===== src/rtl/lfsr3_pkg.sv =====
package lfsr3_pkg;
    localparam int unsigned NREG   = 3;
    localparam int unsigned A_W    = 19;
    localparam int unsigned B_W    = 22;
    localparam int unsigned C_W    = 23;
    localparam int unsigned A_CTRL = 9;
    localparam int unsigned B_CTRL = 11;
    localparam int unsigned C_CTRL = 11;
    // feedback tap masks: a set bit joins the XOR that enters bit 0
    localparam logic [A_W-1:0] A_FB = A_W'((1 << 18) | (1 << 17) | (1 << 16) | (1 << 13));
    localparam logic [B_W-1:0] B_FB = B_W'((1 << 21) | (1 << 20) | (1 << 16) | (1 << 12));
    localparam logic [C_W-1:0] C_FB = C_W'((1 << 22) | (1 << 21) | (1 << 18) | (1 << 17));
endpackage


===== src/rtl/lfsr_vote.sv =====
module lfsr_vote #(
    parameter int unsigned N = 3
) (
    input  logic [N-1:0] tap_i,
    output logic [N-1:0] move_o
);
    localparam int unsigned CW = $clog2(N + 1);

    logic [CW-1:0] ones;
    logic          maj;

    always_comb begin
        ones = '0;
        for (int i = 0; i < N; i++) begin
            ones = ones + CW'(tap_i[i]);
        end
        maj = (ones > CW'(N / 2));
    end

    for (genvar g = 0; g < N; g++) begin : g_move
        assign move_o[g] = (tap_i[g] == maj);
    end
endmodule


===== src/rtl/lfsr_step.sv =====
module lfsr_step #(
    parameter int unsigned W    = 19,
    parameter logic [W-1:0] FB  = '0,
    parameter int unsigned CTRL = 9
) (
    input  logic [W-1:0] cur_i,
    input  logic         move_i,
    input  logic         inj_i,
    output logic [W-1:0] nxt_o,
    output logic         ctrl_o,
    output logic         msb_o
);
    logic fb_bit;

    always_comb begin
        fb_bit = ^(cur_i & FB);
        if (move_i) begin
            nxt_o = {cur_i[W-2:0], fb_bit};
        end else begin
            nxt_o = cur_i;
        end
        nxt_o[0] = nxt_o[0] ^ inj_i;
    end

    assign ctrl_o = cur_i[CTRL];
    assign msb_o  = cur_i[W-1];
endmodule


===== src/rtl/triple_lfsr_core.sv =====
module triple_lfsr_core
    import lfsr3_pkg::*;
#(
    parameter int unsigned AW  = A_W,
    parameter int unsigned BW  = B_W,
    parameter int unsigned CW  = C_W,
    parameter logic [AW-1:0] AFB = A_FB,
    parameter logic [BW-1:0] BFB = B_FB,
    parameter logic [CW-1:0] CFB = C_FB,
    parameter int unsigned ACT = A_CTRL,
    parameter int unsigned BCT = B_CTRL,
    parameter int unsigned CCT = C_CTRL
) (
    input  logic          clk,
    input  logic          rst_n,
    input  logic          load_i,
    input  logic          step_i,
    input  logic          inject_i,
    input  logic [AW-1:0] load_a_i,
    input  logic [BW-1:0] load_b_i,
    input  logic [CW-1:0] load_c_i,
    output logic          ks_bit_o,
    output logic [AW-1:0] reg_a_o,
    output logic [BW-1:0] reg_b_o,
    output logic [CW-1:0] reg_c_o
);
    typedef struct packed {
        logic [AW-1:0] a;
        logic [BW-1:0] b;
        logic [CW-1:0] c;
    } core_state_t;

    core_state_t state_d, state_q;

    logic [NREG-1:0] tap, move, msb;
    logic [AW-1:0]   nxt_a;
    logic [BW-1:0]   nxt_b;
    logic [CW-1:0]   nxt_c;

    lfsr_step #(.W(AW), .FB(AFB), .CTRL(ACT)) u_step_a (
        .cur_i(state_q.a), .move_i(move[0]), .inj_i(inject_i),
        .nxt_o(nxt_a), .ctrl_o(tap[0]), .msb_o(msb[0]));

    lfsr_step #(.W(BW), .FB(BFB), .CTRL(BCT)) u_step_b (
        .cur_i(state_q.b), .move_i(move[1]), .inj_i(inject_i),
        .nxt_o(nxt_b), .ctrl_o(tap[1]), .msb_o(msb[1]));

    lfsr_step #(.W(CW), .FB(CFB), .CTRL(CCT)) u_step_c (
        .cur_i(state_q.c), .move_i(move[2]), .inj_i(inject_i),
        .nxt_o(nxt_c), .ctrl_o(tap[2]), .msb_o(msb[2]));

    lfsr_vote #(.N(NREG)) u_vote (
        .tap_i(tap), .move_o(move));

    always_comb begin
        state_d = state_q;
        if (load_i) begin
            state_d.a = load_a_i;
            state_d.b = load_b_i;
            state_d.c = load_c_i;
        end else if (step_i) begin
            state_d.a = nxt_a;
            state_d.b = nxt_b;
            state_d.c = nxt_c;
        end
    end

    always_ff @(posedge clk or negedge rst_n) begin
        if (!rst_n) begin
            state_q <= '0;
        end else begin
            state_q <= state_d;
        end
    end

    assign ks_bit_o = ^msb;
    assign reg_a_o  = state_q.a;
    assign reg_b_o  = state_q.b;
    assign reg_c_o  = state_q.c;

    // load wins over any step or injection
    assert_load_R2: assert property (@(posedge clk) disable iff (!rst_n)
        load_i |=> (state_q.a == $past(load_a_i)) && (state_q.b == $past(load_b_i))
                   && (state_q.c == $past(load_c_i)));

    assert_hold_R3: assert property (@(posedge clk) disable iff (!rst_n)
        (!load_i && !step_i) |=> $stable(state_q));

    assert_two_move_R4: assert property (@(posedge clk) disable iff (!rst_n)
        (step_i && !load_i) |-> ($countones(move) >= 2));

    assert_shift_a_R5: assert property (@(posedge clk) disable iff (!rst_n)
        (step_i && !load_i && move[0]) |=> state_q.a[AW-1:1] == $past(state_q.a[AW-2:0]));

    assert_shift_b_R6: assert property (@(posedge clk) disable iff (!rst_n)
        (step_i && !load_i && move[1]) |=> state_q.b[BW-1:1] == $past(state_q.b[BW-2:0]));

    assert_shift_c_R7: assert property (@(posedge clk) disable iff (!rst_n)
        (step_i && !load_i && move[2]) |=> state_q.c[CW-1:1] == $past(state_q.c[CW-2:0]));

    // a held register only sees the injected bit 0
    assert_inject_hold_R8: assert property (@(posedge clk) disable iff (!rst_n)
        (step_i && !load_i && !move[2]) |=>
            state_q.c == ($past(state_q.c) ^ CW'($past(inject_i))));
endmodule


===== config.mk =====
export PLATFORM = sky130hd
export DESIGN_NAME = triple_lfsr_core
export DESIGN_NICKNAME = d
export VERILOG_FILES = /design/src/rtl/lfsr3_pkg.sv /design/src/rtl/lfsr_vote.sv /design/src/rtl/lfsr_step.sv /design/src/rtl/triple_lfsr_core.sv
export SDC_FILE = /design/constraint.sdc
export NUM_CORES = 1
export LEC_CHECK = 0
export CAP_MARGIN = 20
export CELL_PAD_IN_SITES_DETAIL_PLACEMENT = 1
export CELL_PAD_IN_SITES_GLOBAL_PLACEMENT = 2
export CORE_MARGIN = 2
export CORE_UTILIZATION = 30
export CTS_CLUSTER_SIZE = 40
export DETAILED_ROUTE_END_ITERATION = 10
export PLACE_DENSITY = 0.89
export SLEW_MARGIN = 10
export SYNTH_ARGS = -nofsm -noshare
export SYNTH_HDL_FRONTEND = slang
export SYNTH_HIERARCHICAL = 1
export SYNTH_SLANG_ARGS = --single-unit

===== constraint.sdc =====
create_clock -name clk -period 4.37 [get_ports clk]
set_input_delay 0.874 -clock clk [delete_from_list [all_inputs] [get_ports clk]]
set_output_delay 0.874 -clock clk [all_outputs]
set_load 0.005 [all_outputs]

==> metrics list, run 1 <==
* Weighted congestion reported at the end of routability-driven placement: 0.700
* Core outline area: 12,700 um2
- In this run the worst path has a maximum fanout of 20.
- Cell count after synthesis: 378
- Number of enable flip-flop cells after synthesis: 0
* Proportion of power drawn by the clock network: 31.0%
- The share of synthesized area in the top cell type comes to 40.7%.
* Placed Instances: 652
* Full die area: 14,100 um2
- Most used routing layer in global routing: met2
- Global routing met1 resource utilization: between 10% and 20%
* Clock tree from TritonCTS: built
- Worst min path class: register to register
- Highest attainable clock frequency: about 370 MHz
- Across all register-to-register paths, the minimum setup slack is 1.64 ns.
- The synthesized netlist occupies a cell area of 3940 um2.
- The count of final max-slew check failures came to 0.
- DRC violation total after the first TritonRoute iteration: 163
* Max transition margin: 31.3%
* Setup WS post-layout: 1.64 ns
- Number of inserted diodes: 0
- Counting distinct cell types in the post-synthesis netlist gives 19.
- The H-tree was split into 3 levels.
- Slew at the pin closest to its max-slew limit: 1.03 ns
- The count of cells in the finished layout, fillers not included, comes to 669.
- Clock latency of the later-clocked register in the worst-skew pair: 0.32 ns
* Post-Syn Nets: 448
- The initialized floorplan defines between 40 and 50 standard-cell rows.
- Among all flip-flop cells after synthesis, the most frequent one is sky130_fd_sc_hd__dfrtp_1.
- The routed design has approximately 11,000 um of wire.
- Combinational power share: 37.3%
- The worst register-to-register path has a depth of 6.
* Net switching component of the power: 743 uW
- Sequential fraction of design power: 31.7%
* Pre-CTS setup slack: ~1.6 ns
- Post-DP HPWL: 7140 um
- Summing the areas of all xor and xnor instances in the mapped netlist gives 3.56% of the synthesized area.
* Ranking of synthesized cells by area: sky130_fd_sc_hd__dfrtp_1 41%, sky130_fd_sc_hd__mux2_2 17%, sky130_fd_sc_hd__mux2i_1 16%
* Synthesis-stage register bit count: 64
* Proportion of layout cells with a drive suffix above 1: 17.7%
* Number of global-route vias before repair: 3,470
- Setup Crit Path Kind: register to register
- After synthesis, the mean cell area works out to 10.4 um2.
- In this run the deepest clock path goes through 2 buffers.
* Library cell with the largest summed area after synthesis: sky130_fd_sc_hd__dfrtp_1
- Sum of overflow across all layers after global routing: 0
- The number of antenna violations at the first check in global routing came to 0.
* Startpoint type of the worst setup path: register
* Post-synthesis to final-layout area growth: 43.1%
* Worst setup path startpoint: reg_a_o[9]
- After synthesis, the largest family of logic cells by area is multiplexers.
- Total of cells resized after clock tree synthesis: 0
- Drt first pass iters: 4
- GR Layer Usage met2: 26.1%
* Port Buf Inserts: around 130
- The number of hold violations in the final report is 0.
* WL/cell: 15.9 um
- Sequential element share of the synthesized area: 40.7%
* Beginning of the worst register-to-register path: reg_a_o[9]
* Setup repair after global routing missed its margin: false
- Worst reg2reg endpoint: reg_a_o[3]
- Number of buffers inserted by hold repair at cts: 0
- Share of synthesized cell area in and, or, nand and nor gates: 6.58%
- Synthesized-area fraction occupied by ao, oa, aoi and oai cells: ~9%
- For this configuration, the core starts out at a cell density of 30.9%.
- Summed over all cells, the static leakage comes to 2.42 nW.
- Across the routed clock network, the largest skew measured is ~0.0050 ns.
- Max IR drop VDD: 191 uV
* Number of antenna-violating nets in the routed design: 0
- P_int: 1.81 mW
- Clock Pin Slew Worst Setup and Hold Paths: about 0.05 ns
- I/O Pins: around 130
* Count of max-cap constraint violations: 0
- The detailed router placed 3,200 vias in this run.
- Sinks on Clock Net: 64
- GRT Util Overall: 15.3%
- Power density over the cells: 453 nW/um2
- Critical Path Sink: reg_a_o[3]
- In the routed layout, each cell is associated on average with a via count of about 4.8.
- Result of the run: complete, no violations
- Entering global routing, the biggest net connects 111 pins.
- GRT met3 Usage: between 4 and 5%
- The tree is rooted in a sky130_fd_sc_hd__clkbuf_16.
- The worst setup path is captured at a register.
- For this run, the number of Yosys warnings is 6.
- Data required time at the worst endpoint: between 4 and 5 ns
- After filler insertion, the fill cell instance count of the layout stands at 1,473.
- Final setup violation count: 0
* Final worst-path cycle share: 62.5%
- The die is 119 um wide.
- Aggregate negative setup slack: 0 ns
- Inserted Clock Buffers: 9
- Adder-cell share of the synthesized area: 0.318%
* Commonest cells post-synth: 64 x sky130_fd_sc_hd__dfrtp_1, 64 x sky130_fd_sc_hd__mux2i_1, 64 x sky130_fd_sc_hd__nand2_1
* Post-synthesis mux area share: 33.7%
- Crit path time final: ~2.7 ns
- Post-synthesis async set-or-reset flop share: 100%
* Number of buffers inserted by post-CTS setup repair: 0
- Endpoint arrival time on the critical path: approximately 2.9 ns
- After the last flow step, the layout net total stands at 562.
* Die boundary height: around 120 um
- In the routed design, unresolved DRC markers number 0.
* First-pass GRT wire length: 17,500 um
- Switch share: slightly below 30%
cells in the final DEF, fill, tap and decap left out, drive strengths merged:
master / Yosys / layout
buf: 25 / 7
nor2: 3 / 3
mux2i: 64 / 64
xor2: 5 / 5
nand2: 64 / 64
inv: 1 / 1
dfrtp: 64 / 64
clkdlybuf4s50: 0 / 130
nor3b: 1 / 1
clkbuf: 9 / 15
mux2: 61 / 61
ha: 1 / 1
bufinv: 0 / 1
a21oi: 5 / 5
xnor2: 11 / 11
o21ai: 64 / 64
cells by family (layout without fill, tap and decap cells):
| logic type | Yosys count | in the layout |
|---|---|---|
| compound gates | 69 | 69 |
| xor+xnor | 16 | 16 |
| fa+ha+maj | 1 | 1 |
| buf+inv | 35 | 154 |
| flops | 64 | 64 |
| mux | 125 | 125 |
| simple gates | 68 | 68 |
routing by layer:
layer | wire length [um] | vias to the layer above | share of wire, %
li1 | - | 1548 | -
met1 | 4750 | 1568 | 45
met2 | 5190 | 78 | 49
met3 | 595 | 6 | 5.6
met4 | 73 | 0 | 0.69
met5 | 0 | - | 0
registers in the layout, summed over array words and instances, names as in the netlist:
name     flops
reg_b_o     22
reg_c_o     23
reg_a_o     19
metrics by stage:
step	utilization (%)	power [mW]	hold slack, ns	instance area (um2)
after global placement	41.5	1.75	0.576	5270
final	44.3	2.55	0.600	5630
after detailed placement	41.5	1.78	0.590	5270
after floorplan	-	1.40	0.573	3940
after global routing	44.3	2.71	0.641	5630
after CTS	44.1	2.59	0.605	5610
power groups by stage:
stage               registers (mW)  logic [mW]  clock network [mW]
floorplan                    0.793       0.605                   0
global placement             0.814       0.932                   0
detailed placement           0.822       0.960                   0
CTS                          0.813       0.967               0.810
global route                 0.830        1.04               0.842
finish                       0.809       0.952               0.791
worst max-delay path, cell delays in order, from the launching register on:
cell	delay, ns
sky130_fd_sc_hd__dfrtp_1	0.46
sky130_fd_sc_hd__ha_1	0.36
sky130_fd_sc_hd__a21oi_2	0.25
sky130_fd_sc_hd__xor2_2	0.83
sky130_fd_sc_hd__mux2_2	0.42
sky130_fd_sc_hd__mux2i_1	0.16
sky130_fd_sc_hd__o21ai_1	0.08
layout make-up:
type	instances	area [um2]	share of cell area, %
Timing Repair Buffer	137	1370	24.3
Clock buffer	15	308	5.47
Tap cell	172	215	3.82
Inverter	1	3.75	0.0667
Sequential cell	64	1600	28.4
Clock inverter	1	30.0	0.533
Multi-Input combinational cell	279	2110	37.4
worst min path at each step:
stage                startpoint           to  cells after the start
finish               reg_c_o[1]   reg_c_o[1]                      2
global placement     reg_b_o[1]   reg_b_o[1]                      2
detailed placement   reg_c_o[1]   reg_c_o[1]                      2
global route         reg_a_o[4]   reg_a_o[4]                      2
floorplan           reg_a_o[10]  reg_a_o[10]                      2
CTS                  reg_c_o[1]   reg_c_o[1]                      2
Power figures use the tool's default switching activity.
==> run 2: changes to the inputs <==
--- a/config.mk
+++ b/config.mk
@@ -9,10 +9,10 @@
 export CELL_PAD_IN_SITES_DETAIL_PLACEMENT = 1
 export CELL_PAD_IN_SITES_GLOBAL_PLACEMENT = 2
 export CORE_MARGIN = 2
-export CORE_UTILIZATION = 30
+export CORE_UTILIZATION = 28
 export CTS_CLUSTER_SIZE = 40
 export DETAILED_ROUTE_END_ITERATION = 10
-export PLACE_DENSITY = 0.89
+export PLACE_DENSITY = 0.84
 export SLEW_MARGIN = 10
 export SYNTH_ARGS = -nofsm -noshare
 export SYNTH_HDL_FRONTEND = slang
==> constraint.sdc (replaced) <==
create_clock -name clk -period 2.7 [get_ports clk]
set_input_delay 0.54 -clock clk [delete_from_list [all_inputs] [get_ports clk]]
set_output_delay 0.54 -clock clk [all_outputs]
set_load 0.005 [all_outputs]
==> metrics list, run 2 (synthesized netlist as in run 1, its figures left out) <==
- The master of the slowest instance on the critical path is sky130_fd_sc_hd__dfrtp_1 (was sky130_fd_sc_hd__xor2_2).
* Aggregate negative setup slack: 0 ns (unchanged)
- Clock tree from TritonCTS: built (unchanged)
- Result of the run: complete, no violations (unchanged)
* WL/cell: 16.0 um (was 15.9 um)
* Buffer depth of the longest clock path: 2 (unchanged)
* GRT Util Overall: 15.3% (about the same)
- The area taken by flip-flops and latches is 1600 um2 (unchanged).
* Number of inserted diodes: 0 (unchanged)
- Non-filler cells in the finished layout: 684 (was 669)
* Setup Crit Path Kind: register to register (unchanged)
- The total of endpoints with negative setup slack in the final report came to 0 (unchanged).
* Total routed wirelength: 10,900 um (was 10,600 um)
* Fin nets: 569 (was 562)
- The worst vdd rail ir drop was 292 uV (was 191 uV).
- Flip-flop count of the largest register, all copies and words added: 23 (unchanged)
- The endpoint class of the critical path is a register (unchanged).
- Number of levels in the clock H-tree: 3 (unchanged)
* Port Buf Inserts: 133 (unchanged)
* Max transition margin: 41.8% (was 31.3%)
- The worst hold-check path type is primary input to async pin (was register to register).
- Most common cell after layout, fill and taps aside: sky130_fd_sc_hd__clkdlybuf4s50_1 (unchanged)
- Largest fanout on the critical path: 20 (unchanged)
- The die outline height is 123 um (was 119 um).
* Final worst-path cycle share: 84.0% (was 62.5%)
- The worst path arrival time came to 2.45 ns (was 2.90 ns).
- Clock latency of the later-clocked register in the worst-skew pair: 0.34 ns (was 0.32 ns)
- The weighted congestion reported at the end of routability-driven placement is 0.723 (was 0.700).
- The remaining design rule violation count came to 0 (unchanged).
- Power density over the cells: 721 nW/um2 (was 453 nW/um2)
* Chip Width: 123 um (was 119 um)
- Drt first pass iters: 4 (unchanged)
* Full die area: 15,000 um2 (was 14,100 um2)
* Final Max Slew Viols: 0 (unchanged)
* Setup repair after global routing missed its margin: false (unchanged)
* Sum of overflow across all layers after global routing: 0 (unchanged)
- Crit path time final: 2.27 ns (was 2.73 ns)
* Post-synthesis to final-layout area growth: 43.7% (was 43.1%)
- The worst setup skew after layout was 0.00836 ns (was 0.00501 ns).
* Data required time at the worst endpoint: 2.88 ns (was 4.53 ns)
* Proportion of layout cells with a drive suffix above 1: 18.5% (was 17.7%)
- Clock Pin Slew Worst Setup and Hold Paths: 0.05 ns (about the same)
- Core outline area: 13,800 um2 (was 12,700 um2)
* Area of the multi-input gates: 2110 um2 (unchanged)
- I/O Pins: 134 (unchanged)
- Antenna violations before repair: 0 (unchanged)
- The root cell of the clock tree is sky130_fd_sc_hd__clkbuf_16 (unchanged).
- Placed Instances: 668 (was 652)
- Inserted Clock Buffers: 9 (unchanged)
- Filler instances: 1,539 (was 1,473)
- Worst Reg2Reg Path Length in Cells: 7 (was 6)
- Starting utilization of the core area: 28.5% (was 30.9%)
- Slew at the pin closest to its max-slew limit: 0.873 ns (was 1.03 ns)
- Largest stage delay, worst path: 0.46 ns (was 0.83 ns)
* Sequence of cells on the critical path: ha_1, a21oi_2, xor2_2, buf_4, mux2_2, mux2i_1, o21ai_0 (was ha_1, a21oi_2, xor2_2, mux2_2, mux2i_1, o21ai_1)
- Number of buffers inserted by post-CTS setup repair: 0 (unchanged)
- The overall via count from detail_route is 3,203 (was 3,200).
- The reported max-cap violation count came to 0 (unchanged).
- The iteration-0 DRC count of the detailed router was 138 (was 163).
* Most frequent cells in the layout: 130 x sky130_fd_sc_hd__clkdlybuf4s50_1, 64 x sky130_fd_sc_hd__mux2i_1, 64 x sky130_fd_sc_hd__nand2_1, 64 x sky130_fd_sc_hd__dfrtp_1, 61 x sky130_fd_sc_hd__mux2_2 (unchanged)
* Sum of internal, switching and leakage power: 4.08 mW (was 2.55 mW)
- Sinks on Clock Net: 64 (unchanged)
* Highest attainable clock frequency: 441 MHz (was 366 MHz)
* Final Hold Vio Count: 0 (unchanged)
- Startpoint type of the worst setup path: register (unchanged)
* Leakage dissipation: 2.44 nW (was 2.42 nW)
- Number of antenna-violating nets in the routed design: 0 (unchanged)
- The number of vias per cell after detailed routing came to 4.68 (was 4.78).
* Post-DP HPWL: 7540 um (was 7140 um)
* Number of buffers inserted by hold repair at cts: 0 (unchanged)
- The first-pass GRT wire length was 17,700 um (was 17,500 um).
- Total of cells resized after clock tree synthesis: 0 (unchanged)
- The row count was 43 (was 41).
- The number of global-route vias before repair was 3,418 (was 3,470).
- The largest net degree at the start of global routing came to 65 (was 111).
-- run 2: cell types whose count changed in the layout (fill, tap and decap cells not counted), sizes merged --
cell    delta
buf        +7
clkinv     +2
clkbuf     -2
-- run 2: final timing paths --
| kind | start | to | slack [ns] |
|---|---|---|---|
| worst max-delay path | reg_c_o[11] | reg_a_o[17] | 0.43 |
| worst min-delay path | rst_n | reg_b_o[19] | 0.29 |
| worst max register to register | reg_c_o[11] | reg_a_o[17] | 0.43 |
| worst min register to register | reg_b_o[1] | reg_b_o[1] | 0.59 |
| max in group asynchronous | rst_n | reg_a_o[4] | 1.81 |
| min in group clk | reg_b_o[1] | reg_b_o[1] | 0.59 |
-- run 2: per-stage QoR --
| step | cell area, um2 | utilization, % | hold slack [ns] | worst slack (ns) |
|---|---|---|---|---|
| after floorplan | 3940 | - | 0.244 | 0.519 |
| after global placement | 5360 | 38.7 | 0.578 | 0.529 |
| after detailed placement | 5360 | 38.7 | 0.594 | 0.418 |
| after CTS | 5660 | 40.9 | 0.362 | 0.404 |
| after global routing | 5660 | 40.9 | 0.391 | 0.301 |
| final | 5660 | 40.9 | 0.286 | 0.431 |
-- run 2: critical path, delay by kind of cell, from the launching register on --
| kind | cells | cell delay [ns] |
|---|---|---|
| compound gates | 2 | 0.37 |
| xor+xnor | 1 | 0.15 |
| fa+ha+maj | 1 | 0.34 |
| mux | 2 | 0.51 |
| flops | 1 | 0.46 |
| buf+inv | 1 | 0.28 |
-- run 2: final cells by class --
cell class / count / share of cell area (%)
clock inverters: 3 / 0.708
clock buffers: 13 / 4.60
multi-input cells: 279 / 37.2
inverters: 1 / 0.0664
well taps: 180 / 3.98
flip-flops and latches: 64 / 28.3
repair buffers: 144 / 25.1
-- run 2: layer usage --
| metal | routed length [um] | up-vias | global-route usage [%] |
|---|---|---|---|
| met4 | 202 | 0 | 6.68 |
| met1 | 5080 | 1551 | 19.7 |
| li1 | - | 1557 | - |
| met3 | 545 | 12 | 3.35 |
| met5 | 0 | - | 0 |
| met2 | 5100 | 83 | 24.8 |
-- run 2: report_power, final --
part	switching [mW]	internal, mW	leakage, nW
logic	0.609	0.967	1.51
registers	0.190	1.12	0.778
clock network	0.432	0.762	0.150
total	1.23	2.85	2.44
